### config.mk
export PLATFORM = sky130hd
export DESIGN_NAME = accu_alu
export DESIGN_NICKNAME = d
export VERILOG_FILES = /design/src/rtl/accu_alu.sv
export SDC_FILE = /design/constraint.sdc
export NUM_CORES = 1
export LEC_CHECK = 0
export ABC_AREA = 1
export BUFFER_PORTS_ARGS = -buffer_cell sky130_fd_sc_hd__buf_2
export CAP_MARGIN = 20
export CORE_MARGIN = 5
export CORE_UTILIZATION = 61
export DETAILED_ROUTE_END_ITERATION = 10
export PLACE_DENSITY = 0.9
export SYNTH_ARGS = -nofsm -noshare
export SYNTH_HDL_FRONTEND = slang
export SYNTH_SLANG_ARGS = --single-unit
export TNS_END_PERCENT = 50
### constraint.sdc
create_clock -name vclk -period 7.1
set_clock_uncertainty 0.2 [all_clocks]
set_input_delay 1.065 -clock vclk [all_inputs]
set_output_delay 1.065 -clock vclk [all_outputs]
set_load 0.03 [all_outputs]
### src/rtl/accu_alu.sv
module accu_alu #(
  parameter int W = 8
) (
  input  logic [3:0]   op_i,
  input  logic [W-1:0] reg_i,
  input  logic [W-1:0] opnd_i,
  input  logic         c_i,
  input  logic         d_i,
  output logic [W-1:0] res_o,
  output logic         n_o,
  output logic         n_we_o,
  output logic         z_o,
  output logic         z_we_o,
  output logic         c_o,
  output logic         c_we_o,
  output logic         v_o,
  output logic         v_we_o
);

  localparam int NIB = W / 4;
  localparam int SW  = W + 2;
  localparam logic [W-1:0] SIXES = {NIB{4'h6}};
  localparam logic [W-1:0] TWOS  = {NIB{4'h2}};

  localparam logic [3:0] OP_ADD = 4'd0;
  localparam logic [3:0] OP_SUB = 4'd1;
  localparam logic [3:0] OP_CMP = 4'd2;
  localparam logic [3:0] OP_BIT = 4'd3;
  localparam logic [3:0] OP_AND = 4'd4;
  localparam logic [3:0] OP_OR  = 4'd5;
  localparam logic [3:0] OP_XOR = 4'd6;
  localparam logic [3:0] OP_SHL = 4'd7;
  localparam logic [3:0] OP_SHR = 4'd8;
  localparam logic [3:0] OP_ROL = 4'd9;
  localparam logic [3:0] OP_ROR = 4'd10;
  localparam logic [3:0] OP_LD  = 4'd11;

  logic         is_sub;
  logic [W-1:0] inv_opnd;
  logic [W-1:0] addend;
  logic [SW-1:0] bin_sum;
  logic [SW-1:0] probe;
  logic [SW-1:0] fix;
  logic [SW-1:0] dec_sum;
  logic [SW-1:0] fin_sum;
  logic [W-1:0] diff;
  logic [W-1:0] logic_res;
  logic [W-1:0] shf_res;
  logic         shf_out;

  assign is_sub   = (op_i == OP_SUB);
  assign inv_opnd = ~opnd_i;
  assign addend   = is_sub ? (d_i ? inv_opnd - SIXES : inv_opnd) : opnd_i;
  assign bin_sum  = SW'(reg_i) + SW'(addend) + SW'(c_i);

  assign probe   = bin_sum + SW'(SIXES);
  assign fix     = ((probe ^ SW'(reg_i) ^ SW'(addend)) >> 3) & SW'(TWOS);
  assign dec_sum = bin_sum + fix + (fix << 1);
  assign fin_sum = d_i ? dec_sum : bin_sum;

  assign diff = reg_i - opnd_i;

  always_comb begin
    case (op_i)
      OP_AND:  logic_res = reg_i & opnd_i;
      OP_OR:   logic_res = reg_i | opnd_i;
      default: logic_res = reg_i ^ opnd_i;
    endcase
  end

  always_comb begin
    case (op_i)
      OP_SHL:  begin shf_res = {opnd_i[W-2:0], 1'b0}; shf_out = opnd_i[W-1]; end
      OP_SHR:  begin shf_res = {1'b0, opnd_i[W-1:1]}; shf_out = opnd_i[0];   end
      OP_ROL:  begin shf_res = {opnd_i[W-2:0], c_i};  shf_out = opnd_i[W-1]; end
      default: begin shf_res = {c_i, opnd_i[W-1:1]};  shf_out = opnd_i[0];   end
    endcase
  end

  always_comb begin
    res_o  = reg_i;
    n_o    = 1'b0;
    z_o    = 1'b0;
    c_o    = 1'b0;
    v_o    = 1'b0;
    n_we_o = 1'b0;
    z_we_o = 1'b0;
    c_we_o = 1'b0;
    v_we_o = 1'b0;
    case (op_i)
      OP_ADD, OP_SUB: begin
        res_o  = fin_sum[W-1:0];
        n_o    = bin_sum[W-1];
        z_o    = (bin_sum[W-1:0] == '0);
        v_o    = ((bin_sum[W-1] ^ reg_i[W-1]) & (bin_sum[W-1] ^ addend[W-1]));
        c_o    = |fin_sum[SW-1:W];
        n_we_o = 1'b1;
        z_we_o = 1'b1;
        c_we_o = 1'b1;
        v_we_o = 1'b1;
      end
      OP_CMP: begin
        n_o    = diff[W-1];
        z_o    = (diff == '0);
        c_o    = (reg_i >= opnd_i);
        n_we_o = 1'b1;
        z_we_o = 1'b1;
        c_we_o = 1'b1;
      end
      OP_BIT: begin
        z_o    = ((reg_i & opnd_i) == '0);
        n_o    = opnd_i[W-1];
        v_o    = opnd_i[W-2];
        n_we_o = 1'b1;
        z_we_o = 1'b1;
        v_we_o = 1'b1;
      end
      OP_AND, OP_OR, OP_XOR: begin
        res_o  = logic_res;
        n_o    = logic_res[W-1];
        z_o    = (logic_res == '0);
        n_we_o = 1'b1;
        z_we_o = 1'b1;
      end
      OP_SHL, OP_SHR, OP_ROL, OP_ROR: begin
        res_o  = shf_res;
        n_o    = shf_res[W-1];
        z_o    = (shf_res == '0);
        c_o    = shf_out;
        n_we_o = 1'b1;
        z_we_o = 1'b1;
        c_we_o = 1'b1;
      end
      OP_LD: begin
        res_o  = opnd_i;
        n_o    = opnd_i[W-1];
        z_o    = (opnd_i == '0);
        n_we_o = 1'b1;
        z_we_o = 1'b1;
      end
      default: ;
    endcase
  end

endmodule

; ---- Word level (Yosys, flattened, before mapping)
; Index checks and enable logic that the tools add are counted.
; Widths: inputs -> output; s select.
[classes]
n_addsub = 7
magnitude_cmp = 1
n_eq_ne = 11
mux = 14
bitwise_logic = 9
n_reduce_logical = 16
[op_table]
columns = cell, n
row1 = $logic_not 8->1, 6
row2 = $pmux 8 s4, 1
row3 = $pmux 8 s3, 1
row4 = $xor 9x8->9, 2
row5 = $eq 4x3->1 const B, 4
row6 = $eq 4x4->1 const B, 4
row7 = $mux 8, 2
row8 = $pmux 8 s2, 1
row9 = $reduce_or 12->1, 1
row10 = $add 10x6->10, 1
row11 = $add 10x7->10, 1
row12 = $add 9x1->10, 1
row13 = $mux 10, 1
row14 = $add 8x8->9, 1
row15 = $add 9x7->9 const B, 1
row16 = $and 8x8->8, 1
row17 = $eq 4x2->1 const B, 2
row18 = $ge 8x8->1, 1
row19 = $not 8->8, 1
row20 = $or 8x8->8, 1
row21 = $reduce_or 2->1, 4
row22 = $sub 8x7->8 const B, 1
row23 = $sub 8x8->8, 1
row24 = $xor 8x8->8, 1
row25 = 12 further kinds, 17
[totals]
regBits = 0
wordCells = 58

; ---- Logic depth before layout (Yosys ltp)
; Gate-level depths: netlist of run 1.
[depth]
word_depth = 14
ltp_mapped = 32

; ---- Worst setup path before layout of run 1
; OpenSTA, ideal clock, no wires.
[synth_timing]
path_type = input port to output port
startpoint = input port op_i[2]
endpoint = output port res_o[7]
t_arrival_ps = 4868
slack_ps = 967
stages = 29
path_buffers = 0
path_cell_list = nor2_2 > nand2_4 > nor2_4 > xor2_1 > fa_1 > inv_1 > fa_1 > xnor2_1 > nand2_1 > nand2_1 > nand2_1 > nand2_1 > nand2_1 > nand2_1 > or2_1 > nand2_1 > inv_2 > ha_1 > inv_1 > fa_1 > inv_1 > nand3_1 > nor2_1 > nand2_1 > nand2_1 > nand2_1 > nand2_1 > nand2_1 > a21oi_1
[synth_via]
elab_chain_cells = 11
word_cells_on_any_way = 25
[synth_lines]
columns = element, line_no
row1 = "start, declared", 4  ; input logic [3:0] op_i,
row2 = $eq 4x1->1, "51, 90"
row3 = $mux 8, 53  ; assign addend = is_sub ? (d_i ? inv_opnd - SIXES : inv_opnd) : opnd_i;
row4 = $add 8x8->9, 54  ; assign bin_sum = SW'(reg_i) + SW'(addend) + SW'(c_i);
row5 = $add 9x1->10, 54
row6 = $add 9x7->9, 56  ; assign probe = bin_sum + SW'(SIXES);
row7 = $xor 9x8->9 (2 in series), 57  ; assign fix = ((probe ^ SW'(reg_i) ^ SW'(addend)) >> 3) & SW'(TWOS);
row8 = $add 10x6->10, 58  ; assign dec_sum = bin_sum + fix + (fix << 1);
row9 = $add 10x7->10, 58
row10 = $mux 10, 59  ; assign fin_sum = d_i ? dec_sum : bin_sum;
row11 = $pmux 8 s4 (*), 90  ; case (op_i)
row12 = "end, declared", 9  ; output logic [W-1:0] res_o,
; Mark *: on every way between the ends. The rest lies on a longest branch, timed or not.

; ---- Worst setup path after layout of run 1
; Ends and elaborated chain as after synthesis.

==> results.yml, run 1 <==
status:
  outcome: "finished clean"
layout:
  n_sequential_cell: 0
  register_area_sq_um: 0
  nets: 524
  fillers: 352
  fin_area_sq_um: 2590
  instances_no_fill: 507
  num_antenna_cells: 0
  multi_input_area_sq_um: 2070
  area_growth_pct: 8.54
  drive_gt1_share_pct: 14.4
  nClkBuffers: 0
floorplan:
  start_util_pct: 64.2
  dieArea_sq_um: 5260
  die_h_um: 72.6
  fp.coreArea_sq_um: 3720
  ios: 38
  die_x_um: 72.6
  rows: 22
setup_path:
  crit_path_end_kind: "output pin"
  start_kind: "input pin"
  worstPathArrival_ps: 5380
  required_ps: 5830
  crit_type: "in -> out"
  crit_slowest_cell: "fa_1"
  critPathMaxStageDelay_ps: 410
  crit_top_cell: "nand2_1"
  path_max_fanout: 10
drt:
  via_per_inst: 5.86
  antenna_left: 0
  routed_wl_um: 7280
  dr.pass1.iters: 5
  route.vias.total: 2973
  drc: 0
  avgRoutedWirePerCell_um: 14.4
  drt_iter0_drc: 371
timing:
  fin_crit_ps: 6640
  worst_slew_pin_slew_ps: 503
  slew_headroom_pct: 66.4
  setup_slack_ps: 457
  rsz0062_at_grt: "false"
  finalCritPeriodShare_pct: 93.6
  final-setup-viol-count: 0
  finalHoldViolCount: 0
  max_freq_mhz: 151
  slew_violations: 0
  tns_ps: 0
cts:
  ctsHoldBuffers: 0
  post_cts_buffers: 0
  cts_resized: 0
pwr:
  ir_drop_mv: 0.0920
  pwr-share-seq_pct: 0
  p_clk_share_pct: 0
  switching_share_pct: 67.3
  p_switching_mw: 0.196
  p_int_mw: 0.0950
  p_comb_share_pct: 100.0
  powerDensity_nw_per_um2: 112
  p_leak_nw: 1.39
  p_total_mw: 0.291
grt:
  grt_usage_pct: 27.8
  grt_start_max_net_pins: 17
  grt_pass1_wl_um: 12100
  gr-total-overflow: 0
  antenna_found_initial: 0
  grt_pass1_vias: 2688
logic_synthesis:
  syn_nets: 491
  syn_inst: 428
  ys_seq_area_share_pct: 0
  synthesis.area_sq_um: 2390
  yosys_warnings: 0
  post-synth-top-area-cell: "ha_1"
  synthDominantCellAreaShare_pct: 19.4
  ys_types: 34
  syn_area_per_cell_sq_um: 5.58
  ys_top_cells_by_area: "ha_1 19%, nand2_1 17%, inv_1 9.7%"
place:
  gp_congestion: 1.02
  place_ws_ps: 536
  portBuffers: 38
  dp_hpwl_um: 6080
  dp_cells: 507
  dpl_cell_area_sq_um: 2590
min_path:
  min_path_type: "in -> out"
flow_run:
  drv_cap: 0
## cells in the final DEF, fill, tap and decap left out
master,netlist,layout
inv_2,11,11
or2_1,1,1
fa_1,4,4
nor3_2,2,2
nand2_2,4,4
nor2_4,3,3
o21ai_1,19,19
ha_1,37,37
buf_2,0,38
o211ai_1,6,6
o21ai_0,29,29
o21ai_2,1,1
nor4_1,5,5
o21bai_1,3,3
a221oi_1,2,2
o22ai_1,4,4
nor3_1,6,6
xor2_1,10,10
a21oi_1,19,19
nand2_1,106,106
nand2_4,2,2
nand3b_1,2,2
nor2_1,38,38
a211oi_1,1,1
inv_1,62,62
a21oi_2,1,1
xnor2_1,2,2
nand4_1,6,6
nor2_2,3,3
nand3_1,31,31
a22oi_2,1,1
## critical path: cells and delay by family
family                     cells  cell delay [ps]
buffers and inverters          6              610
xor gates and xnor gates       2              580
adders and majority gates      4             1130
and+or+nand+nor               18             1890
AOI/OAI and AO/OA              1              110
## per-layer routing
metal / global-route usage (%) / share of wire, %
met1: 39.1 / 44
met2: 46.5 / 44
met3: 1.25 / 9.7
met4: 6.15 / 2.8
met5: 0 / 0
## cell type report
cell class	instances	share of cell area [%]
inverter	73	10.6
timing repair buffer	38	7.34
tap	48	2.32
multi-input combinational	348	79.8
## per-stage QoR
step | hold WS [ps] | utilization (%)
after floorplan | 2110 | -
after global placement | 2320 | 69.7
after detailed placement | 2330 | 69.7
after CTS | 2330 | 69.7
after global routing | 2370 | 69.7
final | 2320 | 69.7
## cell usage after synthesis
cell,instances
nand2_1,106
inv_1,62
nor2_1,38
ha_1,37
nand3_1,31
o21ai_0,29
a21oi_1,19
o21ai_1,19
inv_2,11
xor2_1,10
nand4_1,6
nor3_1,6
o211ai_1,6
nor4_1,5
fa_1,4
nand2_2,4
o22ai_1,4
clkbuf_1,3
nor2_2,3
nor2_4,3
o21bai_1,3
a221oi_1,2
buf_4,2
nand2_4,2
nand3b_1,2
nor3_2,2
xnor2_1,2
a211oi_1,1
a21oi_2,1
a22oi_2,1
buf_8,1
clkbuf_2,1
o21ai_2,1
or2_1,1
## path summary, 6_finish.rpt
| check | start | endpoint | cells after the start | slack [ps] |
|---|---|---|---|---|
| worst max-delay path | op_i[2] | res_o[7] | 31 | 460 |
| worst min-delay path | op_i[3] | z_we_o | 3 | 2320 |
## power by group through the flow
stage / logic, mW / clock network, mW / registers [mW]
2_1_floorplan: 0.213 / 0 / 0
3_3_place_gp: 0.275 / 0 / 0
3_5_place_dp: 0.283 / 0 / 0
4_1_cts: 0.285 / 0 / 0
5_1_grt: 0.325 / 0 / 0
6_report: 0.291 / 0 / 0
## logic make-up (layout without fill, tap and decap cells)
| group | after synthesis | after routing | synth area share, % |
|---|---|---|---|
| simple gates | 209 | 209 | 39.2 |
| compound gates | 86 | 86 | 20.2 |
| buf+inv | 80 | 111 | 13.4 |
| fa+ha+maj | 41 | 41 | 22.7 |
| xor+xnor | 12 | 12 | 4.40 |
Note: power is estimated with default switching activity, not from simulation.
==> inputs of run 2 (changes only) <==
--- a/config.mk
+++ b/config.mk
@@ -12,6 +12,7 @@
 export CORE_UTILIZATION = 61
 export DETAILED_ROUTE_END_ITERATION = 10
 export PLACE_DENSITY = 0.9
+export REMOVE_ABC_BUFFERS = 1
 export SYNTH_ARGS = -nofsm -noshare
 export SYNTH_HDL_FRONTEND = slang
 export SYNTH_SLANG_ARGS = --single-unit
==> results.yml, run 2 (synthesis results as in run 1) <==
layout:
  drive_gt1_share_pct: 14.4
  area_growth_pct: 8.54
  num_antenna_cells: 0
  register_area_sq_um: 0
  fillers: 352
  nClkBuffers: 0
  n_sequential_cell: 0
  instances_no_fill: 507
  layout_common_cells: "106 x nand2_1, 62 x inv_1, 38 x nor2_1, 38 x buf_2, 37 x ha_1"
  final_common_cell: "nand2_1"
  nets: 524
drt:
  avgRoutedWirePerCell_um: 14.5
  routed_wl_um: 7350
  via_per_inst: 5.86
  dr.pass1.iters: 6
  route.vias.total: 2973
  drc: 0
  antenna_left: 0
  drt_iter0_drc: 354
timing:
  slew_headroom_pct: 67.7
  tns_ps: 0
  rsz0062_at_grt: "false"
  worst_slew_pin_slew_ps: 484
  finalCritPeriodShare_pct: 93.7
  fin_crit_ps: 6650
  max_freq_mhz: 150
  slew_violations: 0
  final-setup-viol-count: 0
  finalHoldViolCount: 0
pwr:
  pwr-share-seq_pct: 0
  p_leak_nw: 1.39
  powerDensity_nw_per_um2: 112
  p_clk_share_pct: 0
  p_int_mw: 0.0954
  p_comb_share_pct: 100.0
  p_switching_mw: 0.196
  switching_share_pct: 67.3
  ir_drop_mv: 0.0897
setup_path:
  required_ps: 5830
  critPathMaxStageDelay_ps: 420
  path_max_fanout: 10
  crit_path_end_kind: "output pin"
  crit_top_cell: "nand2_1"
  worst-path-buf-inv: 7
  worstPathArrival_ps: 5390
  critPathTopFamily: "simple AND/OR/NAND/NOR gates"
  crit_type: "in -> out"
  start_kind: "input pin"
  crit_slowest_cell: "fa_1"
status:
  outcome: "finished clean"
place:
  dp_hpwl_um: 6180
  portBuffers: 38
  dp_cells: 507
  gp_congestion: 0.991
grt:
  grt_start_max_net_pins: 17
  gr-total-overflow: 0
  grt_pass1_wl_um: 12000
  grt_pass1_vias: 2606
  antenna_found_initial: 0
  grt_usage_pct: 27.5
flow_run:
  drv_cap: 0
floorplan:
  die_x_um: 72.6
  dieArea_sq_um: 5260
  rows: 22
  start_util_pct: 64.2
  die_h_um: 72.6
  ios: 38
  fp.coreArea_sq_um: 3720
cts:
  post_cts_buffers: 0
  ctsHoldBuffers: 0
  cts_resized: 0
min_path:
  min_path_type: "in -> out"
## run 2: layout make-up
type | count | area [sq um] | share of cell area (%)
Inverter | 73 | 274 | 10.6
Multi-Input combinational cell | 348 | 2070 | 79.8
Tap cell | 48 | 60.1 | 2.32
Timing Repair Buffer | 38 | 190 | 7.34
## run 2: power groups by stage
stage / sequential [mW] / clock (mW) / combinational, mW
finish: 0 / 0 / 0.291
global route: 0 / 0 / 0.326
CTS: 0 / 0 / 0.285
detailed placement: 0 / 0 / 0.283
global placement: 0 / 0 / 0.276
floorplan: 0 / 0 / 0.209
## run 2: worst paths after layout
kind,start,endpoint,slack [ps],cells past startpoint
max,op_i[2],res_o[5],450,31
min,op_i[3],z_we_o,2340,3
## run 2: stage by stage
| stage | area, sq um | setup slack, ps | hold slack (ps) | power [mW] | utilization (%) |
|---|---|---|---|---|---|
| 6_report | 2590 | 448 | 2340 | 0.291 | 69.7 |
| 5_1_grt | 2590 | 80.9 | 2370 | 0.326 | 69.7 |
| 4_1_cts | 2590 | 545 | 2340 | 0.285 | 69.7 |
| 3_5_place_dp | 2590 | 567 | 2340 | 0.283 | 69.7 |
| 3_3_place_gp | 2590 | 751 | 2320 | 0.276 | 69.7 |
| 2_1_floorplan | 2340 | 977 | 2140 | 0.209 | - |
## run 2: layer usage
layer	up-vias	track usage, %	wire [um]
li1	1465	-	-
met1	1267	37.5	3060
met2	209	45.1	3130
met3	32	3.19	910
met4	0	8.40	253
met5	-	0	0
